===== src/rtl/t1tm_pkg.sv =====
package t1tm_pkg;

  // Frame structure
  localparam int NUM_CHAN    = 24;
  localparam int CHAN_BITS   = 8;
  localparam int FRAME_BITS  = 1 + NUM_CHAN * CHAN_BITS;
  localparam int BIT_W       = $clog2(FRAME_BITS);

  // Multiframe lengths
  localparam int SF_LEN      = 12;
  localparam int ESF_LEN     = 24;
  localparam int FRAME_W     = $clog2(ESF_LEN + 1);
  localparam int SIG_SPACING = SF_LEN / 2;

  typedef enum logic [1:0] {
    MODE_SF  = 2'b00,
    MODE_ESF = 2'b01,
    MODE_DM  = 2'b10,
    MODE_ALT = 2'b11
  } frameMode_e;

  // Look-ahead position handed from control to datapath
  typedef struct packed {
    logic [BIT_W-1:0]   bitPos;
    logic [FRAME_W-1:0] frameNum;
  } posStrobe_t;

  typedef struct packed {
    logic chanClk;
    logic mfMark;
    logic sigSel;
    logic sigFrame;
    logic lineClk;
  } outStrobe_t;

endpackage


===== src/rtl/t1tm_ctrl.sv =====
module t1tm_ctrl
  import t1tm_pkg::*;
(
  input  logic       clk,
  input  logic       rstN,
  input  frameMode_e mode,
  input  logic       mfSync,
  output posStrobe_t nextPos,
  output logic       resync
);

  logic [BIT_W-1:0]   bitCnt;
  logic [FRAME_W-1:0] frameCnt;
  logic [FRAME_W-1:0] lastFrame;
  logic               syncPrev;
  logic               frameEnd;

  // Last frame number of the multiframe for the selected mode
  always_comb begin
    if (mode == MODE_ESF) lastFrame = FRAME_W'(ESF_LEN);
    else                  lastFrame = FRAME_W'(SF_LEN);
  end

  // Realign happens on a rising edge of the sync input only
  assign resync   = mfSync & ~syncPrev;
  assign frameEnd = (bitCnt == BIT_W'(FRAME_BITS - 1));

  always_comb begin
    nextPos.bitPos   = frameEnd ? '0 : bitCnt + 1'b1;
    nextPos.frameNum = frameCnt;
    if (frameEnd) begin
      if (frameCnt >= lastFrame) nextPos.frameNum = FRAME_W'(1);
      else                       nextPos.frameNum = frameCnt + 1'b1;
    end
    if (resync) begin
      nextPos.bitPos   = '0;
      nextPos.frameNum = FRAME_W'(1);
    end
  end

  always_ff @(posedge clk) begin
    if (!rstN) begin
      bitCnt   <= '0;
      frameCnt <= FRAME_W'(1);
      syncPrev <= 1'b0;
    end else begin
      bitCnt   <= nextPos.bitPos;
      frameCnt <= nextPos.frameNum;
      syncPrev <= mfSync;
    end
  end

endmodule


===== src/rtl/t1tm_dpath.sv =====
module t1tm_dpath
  import t1tm_pkg::*;
(
  input  logic       clk,
  input  logic       rstN,
  input  frameMode_e mode,
  input  posStrobe_t nextPos,
  output logic       chanClk,
  output logic       mfMark,
  output logic       sigSel,
  output logic       sigFrame,
  output logic       lineClk
);

  localparam int  HALF_CHAN = CHAN_BITS / 2;
  localparam bit  CHAN_POW2 = (CHAN_BITS & (CHAN_BITS - 1)) == 0;

  logic [BIT_W-1:0] chanOffs;
  logic             chanHigh;
  outStrobe_t       q;

  assign chanOffs = nextPos.bitPos - 1'b1;

  // Channel clock decode: masked when the channel width is a power of two
  generate
    if (CHAN_POW2) begin : g_maskDecode
      always_comb
        chanHigh = (nextPos.bitPos != '0) &&
                   ((chanOffs & BIT_W'(CHAN_BITS - 1)) < BIT_W'(HALF_CHAN));
    end else begin : g_modDecode
      always_comb
        chanHigh = (nextPos.bitPos != '0) &&
                   ((int'(chanOffs) % CHAN_BITS) < HALF_CHAN);
    end
  endgenerate

  function automatic outStrobe_t decodePos(frameMode_e m,
                                           logic [BIT_W-1:0] b,
                                           logic [FRAME_W-1:0] f,
                                           logic cc);
    outStrobe_t o;
    int len;
    int idx;
    len        = (m == MODE_ESF) ? ESF_LEN : SF_LEN;
    idx        = int'(f) - 1;
    o.chanClk  = cc;
    o.mfMark   = (idx < len / 2);
    o.sigSel   = ((idx % (len / 2)) < (len / 4));
    o.sigFrame = ((int'(f) % SIG_SPACING) == 0);
    o.lineClk  = (m == MODE_DM) ? (b == '0) : f[0];
    return o;
  endfunction

  always_ff @(posedge clk) begin
    if (!rstN) q <= decodePos(mode, '0, FRAME_W'(1), 1'b0);
    else       q <= decodePos(mode, nextPos.bitPos, nextPos.frameNum, chanHigh);
  end

  assign chanClk  = q.chanClk;
  assign mfMark   = q.mfMark;
  assign sigSel   = q.sigSel;
  assign sigFrame = q.sigFrame;
  assign lineClk  = q.lineClk;

endmodule


===== src/rtl/t1_tx_mf_timer.sv =====
module t1_tx_mf_timer
  import t1tm_pkg::*;
(
  input  logic       clk,
  input  logic       rstN,
  input  logic [1:0] modeSel,
  input  logic       mfSync,
  output logic       chanClk,
  output logic       mfMark,
  output logic       sigSel,
  output logic       sigFrame,
  output logic       lineClk
);

  frameMode_e mode;
  posStrobe_t nextPos;
  logic       resyncPulse;

  assign mode = frameMode_e'(modeSel);

  t1tm_ctrl u_ctrl (
    .clk     (clk),
    .rstN    (rstN),
    .mode    (mode),
    .mfSync  (mfSync),
    .nextPos (nextPos),
    .resync  (resyncPulse)
  );

  t1tm_dpath u_dpath (
    .clk      (clk),
    .rstN     (rstN),
    .mode     (mode),
    .nextPos  (nextPos),
    .chanClk  (chanClk),
    .mfMark   (mfMark),
    .sigSel   (sigSel),
    .sigFrame (sigFrame),
    .lineClk  (lineClk)
  );

endmodule


===== config.mk =====
export PLATFORM = sky130hd
export DESIGN_NAME = t1_tx_mf_timer
export DESIGN_NICKNAME = d
export VERILOG_FILES = /design/src/rtl/t1tm_pkg.sv /design/src/rtl/t1tm_ctrl.sv /design/src/rtl/t1tm_dpath.sv /design/src/rtl/t1_tx_mf_timer.sv
export SDC_FILE = /design/constraint.sdc
export NUM_CORES = 1
export LEC_CHECK = 0
export ABC_AREA = 1
export BUFFER_PORTS_ARGS = -buffer_cell sky130_fd_sc_hd__buf_2
export CORE_MARGIN = 4
export CORE_UTILIZATION = 25
export CTS_CLUSTER_SIZE = 20
export DETAILED_ROUTE_END_ITERATION = 16
export PLACE_DENSITY = 0.37
export SYNTH_ARGS = -nofsm -noshare
export SYNTH_HDL_FRONTEND = slang
export SYNTH_SLANG_ARGS = --single-unit
export TNS_END_PERCENT = 1

===== constraint.sdc =====
create_clock -name clk -period 28.8 [get_ports clk]
set_input_delay 0 -clock clk [delete_from_list [all_inputs] [get_ports clk]]
set_output_delay 0 -clock clk [all_outputs]
set_load 0.02 [all_outputs]

Yosys cells after proc, flatten, opt, wreduce, memory -nomap -nowiden. Cells that the tools add are included.

Register bits: 19. Bits of input ports: 5. Output and inout port bits: 5. Logic and storage cells: 43.

Add/sub/neg operators: 6. Div/mod/pow operators: 3. Magnitude comparators: 6. Equality and inequality tests: 3. Muxes and demuxes: 8. Bitwise logic cells: 4. Reductions and logical operators: 5.

Operators with widths (count): < comparator 32 bit (3); adder 32 x 1 -> 32 bit (2); zero test 32 bit (1); < comparator 1 x 32 -> 1 bit, first input constant (1); modulo 1 x 32 -> 32 bit, first input constant (1); modulo 32 x 32 -> 32 bit (1); modulo 6 x 4 -> 32 bit, second input constant (1); 2-to-1 mux 5 bit (4); 2-to-1 mux 13 bit (1); adder 8 x 1 -> 8 bit, second input constant (1); == test 8 bit, second input constant (1); zero test 8 bit (1); 2-to-1 mux 8 bit (1); nonzero test 8 bit (1); subtractor 5 x 1 -> 6 bit, second input constant (1); adder 5 x 1 -> 5 bit, second input constant (1); greater-or-equal comparator 5 bit (1); 2-to-1 mux 4 bit (1); < comparator 3 bit, second input constant (1); subtractor 3 x 1 -> 3 bit, second input constant (1); AND 1 bit, first input constant (2); == test 2 x 1 -> 1 bit, second input constant (1); == test 2 bit, second input constant (1); OR reduction 2 bit (1); 4 further kinds (4).

Depth between registers and ports, before layout.
Depth in word-level cells: 10. Mapped depth: 305. Mapped depth without buffers: 273.

Cells and area by module. From an unflattened synthesis, not the netlist that was laid out.

Cell total of the unflattened synthesis: 4952. Area total of the unflattened synthesis: 28165.8 um^2.

By module, submodules not included: t1tm_dpath (times used 1, cells each 4825, area an instance 27252.4 um^2, sequential area each 100.1 um^2); t1tm_ctrl (times used 1, cells each 127, area an instance 913.4 um^2, sequential area each 280.3 um^2).

Worst setup path after synthesis. Ideal clock, no wire load.

Path kind: input -> register. Start: in modeSel[0]. End: reg u_dpath.q, in the netlist u_dpath.sigSel. Library setup time: 58 ps. Data arrival time: 9529 ps. Data required time: 28742 ps. Slack: 19213 ps. Stages on the path: 62. Path buffers: 5. Cells stage by stage: inv_1 > nor2_1 > inv_1 > ha_1 > nand2_1 > nand2_1 > nand2_1 > nand3_1 > nand2_1 > nand3_1 > nand3_4 > nor2_4 > nor2_1 > nor2_4 > ha_1 > inv_1 > nor2_1 > nand4_2 > [... 26 more ...] > buf_8 > buf_8 > o21ai_1 > inv_1 > ha_1 > nor2_1 > xor2_1 > ha_1 > o221ai_1 > o21bai_1 > nand4_1 > nor2_1 > nand2_1 > nor2_2 > nand2_1 > nor2_2 > nand2_1 > nand2_1.

Cells in the longest elaborated chain, start to end: 10. Elaborated cells on any way between the ends: 15. Those cells by class: 3 x add/sub; 2 x div; 3 x order compare; 1 x eq/ne; 6 x mux.

RTL lines: start: declaration (RTL line t1_tx_mf_timer.sv:6) `input logic [1:0] modeSel,`; == test 2 x 1 -> 1 bit (*) (RTL line t1tm_ctrl.sv:20, t1tm_dpath.sv:44); 2-to-1 mux 5 bit (RTL line t1tm_ctrl.sv:20, t1tm_dpath.sv:44); greater-or-equal comparator 5 bit (RTL line t1tm_ctrl.sv:32) `if (frameCnt >= lastFrame) nextPos.frameNum = FRAME_W'(1);`; 2-to-1 mux 5 bit (RTL line t1tm_ctrl.sv:32); 2-to-1 mux 5 bit (RTL line t1tm_ctrl.sv:31) `if (frameEnd) begin`; 2-to-1 mux 13 bit (RTL line t1tm_ctrl.sv:35) `if (resync) begin`; subtractor 5 x 1 -> 6 bit (RTL line t1tm_dpath.sv:45) `idx = int'(f) - 1;`; modulo 32 x 32 -> 32 bit (RTL line t1tm_dpath.sv:48) `o.sigSel = ((idx % (len / 2)) < (len / 4));`; < comparator 32 bit (RTL line t1tm_dpath.sv:48); 2-to-1 mux 4 bit (*) (RTL line t1tm_dpath.sv:55) `if (!rstN) q <= decodePos(mode, '0, FRAME_W'(1), 1'b0);`; end signal: assignment (RTL line t1tm_dpath.sv:55); end signal: assignment (RTL line t1tm_dpath.sv:56) `else q <= decodePos(mode, nextPos.bitPos, nextPos.frameNum, chanHigh);`; end: declaration (RTL line t1tm_dpath.sv:20) `outStrobe_t q;`.

Mark *: on every way between the ends. The rest lies on a longest branch, timed or not. A chain may end at the register's enable or synchronous reset.

Worst setup path after layout.
Start: reg u_ctrl.frameCnt[2]. End: reg u_dpath.q, in the netlist u_dpath.sigSel.

Cells in the longest elaborated chain, start to end: 8. Elaborated cells on any way between the ends: 9. Those cells by class: 2 x add/sub; 1 x div; 2 x order compare; 4 x mux.

RTL lines: start: declaration (RTL line t1tm_ctrl.sv:13) `logic [FRAME_W-1:0] frameCnt;`; start signal: assignment (RTL line t1tm_ctrl.sv:48) `frameCnt <= nextPos.frameNum;`; adder 5 x 1 -> 5 bit or greater-or-equal comparator 5 bit (tied branches) (RTL line t1tm_ctrl.sv:33, t1tm_ctrl.sv:32); 2-to-1 mux 5 bit (RTL line t1tm_ctrl.sv:32); 2-to-1 mux 5 bit (*) (RTL line t1tm_ctrl.sv:31); 2-to-1 mux 13 bit (*) (RTL line t1tm_ctrl.sv:35); subtractor 5 x 1 -> 6 bit (*) (RTL line t1tm_dpath.sv:45); modulo 32 x 32 -> 32 bit (*) (RTL line t1tm_dpath.sv:48); < comparator 32 bit (*) (RTL line t1tm_dpath.sv:48); 2-to-1 mux 4 bit (*) (RTL line t1tm_dpath.sv:55).

Marks and branches as above.

==> results by group <==
Route
  – WL per Instance: about 15 um
  – Routed Antenna Nets: 0
  – Vias: 29.0k
  – Final wirelength: 93.3 mm
  – Pre-Repair DR Iteration Count: 6
  – DRT iter0 DRCs: around 1.7k
  – Drt via density: 4.61
  – Drc violations: 0

Setup path
  – Reg-to-reg setup timing slack: about 19 ns
  – CP top delay family: simple AND/OR/NAND/NOR gates
  – Worst EP required: slightly below 30 ns
  – Crit Path Max Fanout: 36
  – Startpoint types: flop
  – FF-to-FF End: u_dpath.sigSel$_SDFF_PN1_
  – Critical Path End Type: flop
  – Slowest cell on the critical path: nand3_4
  – R2R depth: 56
  – Crit Path Category: reg2reg
  – CP dominant cell by count: nand2_1
  – Worst EP arrival: 9.83 ns
  – Reg-to-Reg Start: u_ctrl.frameCnt[2]$_SDFF_PN0_
  – Slowest cell delay on critical path: around 0.55 ns
  – Worst Path Buf+Inv: 8

Hold path
  – Hold EP: u_ctrl.syncPrev$_SDFF_PN0_
  – WHS Path Cells: 3
  – Hold Path Class: in2reg
  – Hold Crit Start: rstN

Clocking
  – CTS Buf Count: 3
  – Post-CTS resize count: 0
  – # clock sinks: 19
  – Root buffer cell: clkbuf_16
  – Clk pin slew, worst setup/hold paths: 0.05 ns
  – CTS tree: built
  – Deepest clock path buffer count: 2
  – Level count of the clock H-tree: 1
  – Worst skew pair latency: roughly 0.25 ns
  – Hold buffers post-CTS: 1
  – Setup Fix Bufs, Post-CTS: 0

Placed design
  – Routability cong.: 0.847
  – Dpl hpwl: just over 80 mm
  – Port bufs: 9
  – DP Area: 27900 um^2

Yosys
  – Mux contribution to synthesized area: 0%
  – Leading post-synthesis cells by cell area: nand2_1 (20%), nand3_1 (10%), inv_1 (9.4%), nor2_1 (8.4%), nand3_2 (7.0%)
  – Main combinational cell family by area after synthesis: simple AND/OR/NAND/NOR gates
  – Number of flops mapped to enable cells by yosys: 0
  – Async set-reset flop share out of synthesis: 0%
  – Synth Area in Adders: 3.36%
  – Cells after synthesis: slightly below 5k
  – Yosys top cell by area: nand2_1
  – Yosys cell types: 69
  – Synth warn: 0
  – Top cell type's share of synthesized area: around 20%
  – Primary FF master, synth: dfxtp_1
  – Register area share after synthesis: roughly 1.4%
  – Avg Inst Size Synth: about 5.4 um^2
  – Cell Area, Synth: approximately 27000 um^2
  – Synth Area in Compound Gates: 4.30%
  – Synth Area in Simple Gates: around three quarters
  – Synth Register Bits: 19
  – Area share of xor/xnor cells in the synthesized design: under 10%

Cells and area
  – Final instance area: 28000 um^2
  – Area Overhead vs Synth: 4.65%
  – Final Util: between 20% and 30%
  – Fraction of layout cells with a size suffix above 1: between 15 and 20%
  – Final layout net count: approximately 5.0k

Status
  – Status: complete, no violations

Flow run
  – MaxCap Viol Count: 0

Timing
  – Slew Viols, Final: 0
  – Max Freq: 0.104 GHz
  – Final setup TNS: 0 ns
  – Worst-Margin Slew: between 0.9 and 1 ns
  – Fin crit period: slightly below 10 ns
  – Hold Slack: around 0.019 ns
  – Slew margin rel.: 34.0%
  – Tcrit/Tclk final: between 30% and 40%
  – RSZ-0062 raised after global routing: false
  – Setup violators final: 0
  – Clk_skew: 0.00116 ns
  – Hold Fails Final Rpt: 0

Die
  – Starting Density: about a quarter
  – DIE HEIGHT: between 300 and 400 um
  – I/O pins: 10
  – Die area: 112000 um^2
  – Row Count: 119
  – Core area: about 110000 um^2
  – Horiz. Die Dim: between 300 and 400 um

GRT
  – Vias in the first global route: roughly 28k
  – Gr ovfl total: 0
  – All-Layer GR Usage: between 10% and 20%
  – Largest net degree at the start of global routing: 37
  – Initial antenna violation count: 1
  – First-pass GRT wire length: 150 mm
## flip-flops by register name, indices dropped and copies added, names as in the netlist
register	count
u_dpath.mfMark	1
u_dpath.sigSel	1
u_ctrl.syncPrev	1
u_dpath.lineClk	1
u_ctrl.frameCnt	5
u_dpath.chanClk	1
u_ctrl.bitCnt	8
u_dpath.sigFrame	1
## worst max-delay path by stage
stage | from | to | slack [ns] | cells past startpoint
6_report | u_ctrl.frameCnt[2]$_SDFF_PN0_ | u_dpath.sigSel$_SDFF_PN1_ | 19.17 | 56
5_1_grt | u_ctrl.frameCnt[2]$_SDFF_PN0_ | u_dpath.sigSel$_SDFF_PN1_ | 18.12 | 56
4_1_cts | u_ctrl.frameCnt[2]$_SDFF_PN0_ | u_dpath.sigSel$_SDFF_PN1_ | 19.08 | 56
3_5_place_dp | modeSel[0] | u_dpath.sigSel$_SDFF_PN1_ | 19.05 | 59
3_3_place_gp | modeSel[0] | u_dpath.sigSel$_SDFF_PN1_ | 19.09 | 59
2_1_floorplan | modeSel[0] | u_dpath.sigSel$_SDFF_PN1_ | 19.21 | 62
## area by class of cell
class                   instances  area [um^2]
diodes                          1         2.50
clock buffers                   4         78.8
fillers                     12400        77800
inverters                     816         3120
multi-input cells            4056        22600
flip-flops and latches         19          380
well taps                    1391         1740
repair buffers                 14         85.1
## placed cells by master, fill, tap and decap left out, types with 73 or more instances in the layout
cell	count
nor2_4	73
nand3_2	188
nand3_1	550
nand2_2	239
nand2_1	1392
xor2_1	79
inv_1	673
nor2_2	157
nor2_1	600
inv_2	87
nand4_1	214
## Yosys cell counts, types with 3 or more instances
library cell     n
buf_8           23
inv_2           86
nand3_1        550
o21ai_4          3
or2_2            9
nand4_4          5
o21ai_0         52
nor3_1          34
nand4_1        214
a21oi_2          5
a21oi_1         24
nor2_1         601
a21o_1           4
nand3_2        188
xnor2_1         18
buf_12           6
dfxtp_1         19
xor2_1          79
nor2_4          72
o21ai_1         32
clkinv_2        13
nand3_4         36
o211ai_1        10
o21bai_1        14
nor2_2         157
nand2_8          8
nand2_4         60
nand4_2         20
buf_6           15
nand2_1       1392
clkinv_1        33
nand2_2        239
nor2_8           5
nand3b_1        71
inv_1          674
and2_1           5
or2_1            4
o21ai_2         24
buf_4            9
ha_1            72
## worst min-delay path, stage by stage
cell and delay [ns]:
buf_2 0.14, nand2_1 0.06, inv_1 0.04
## cell families (layout without fill, tap and decap cells)
group / after synthesis / count (layout)
AND/OR/NAND/NOR: 3681 / 3681
buffers and inverters: 874 / 834
AO/OA/AOI/OAI: 179 / 179
XOR/XNOR: 98 / 98
adder cells (fa/ha/maj): 72 / 72
flip-flops: 19 / 19
other: 1 / 27
## stage by stage
stage | setup WS, ns | instances
4_1_cts | 19.08 | 6300
2_1_floorplan | 19.21 | 4949
5_1_grt | 18.12 | 6300
3_3_place_gp | 19.09 | 6295
3_5_place_dp | 19.05 | 6295
6_report | 19.17 | 6301
## per-layer routing
metal	GRT usage, %	share of wire (%)	vias to the layer above	wire [um]
li1	-	-	15700	-
met5	0	0	-	0
met3	0.387	1.9	37	1760
met1	23.5	52	13000	48100
met2	27.6	46	312	42900
met4	0.984	0.60	0	561
Power is not shown: default switching activity piles up to over one toggle a cycle in this logic, so the estimate is an artifact.
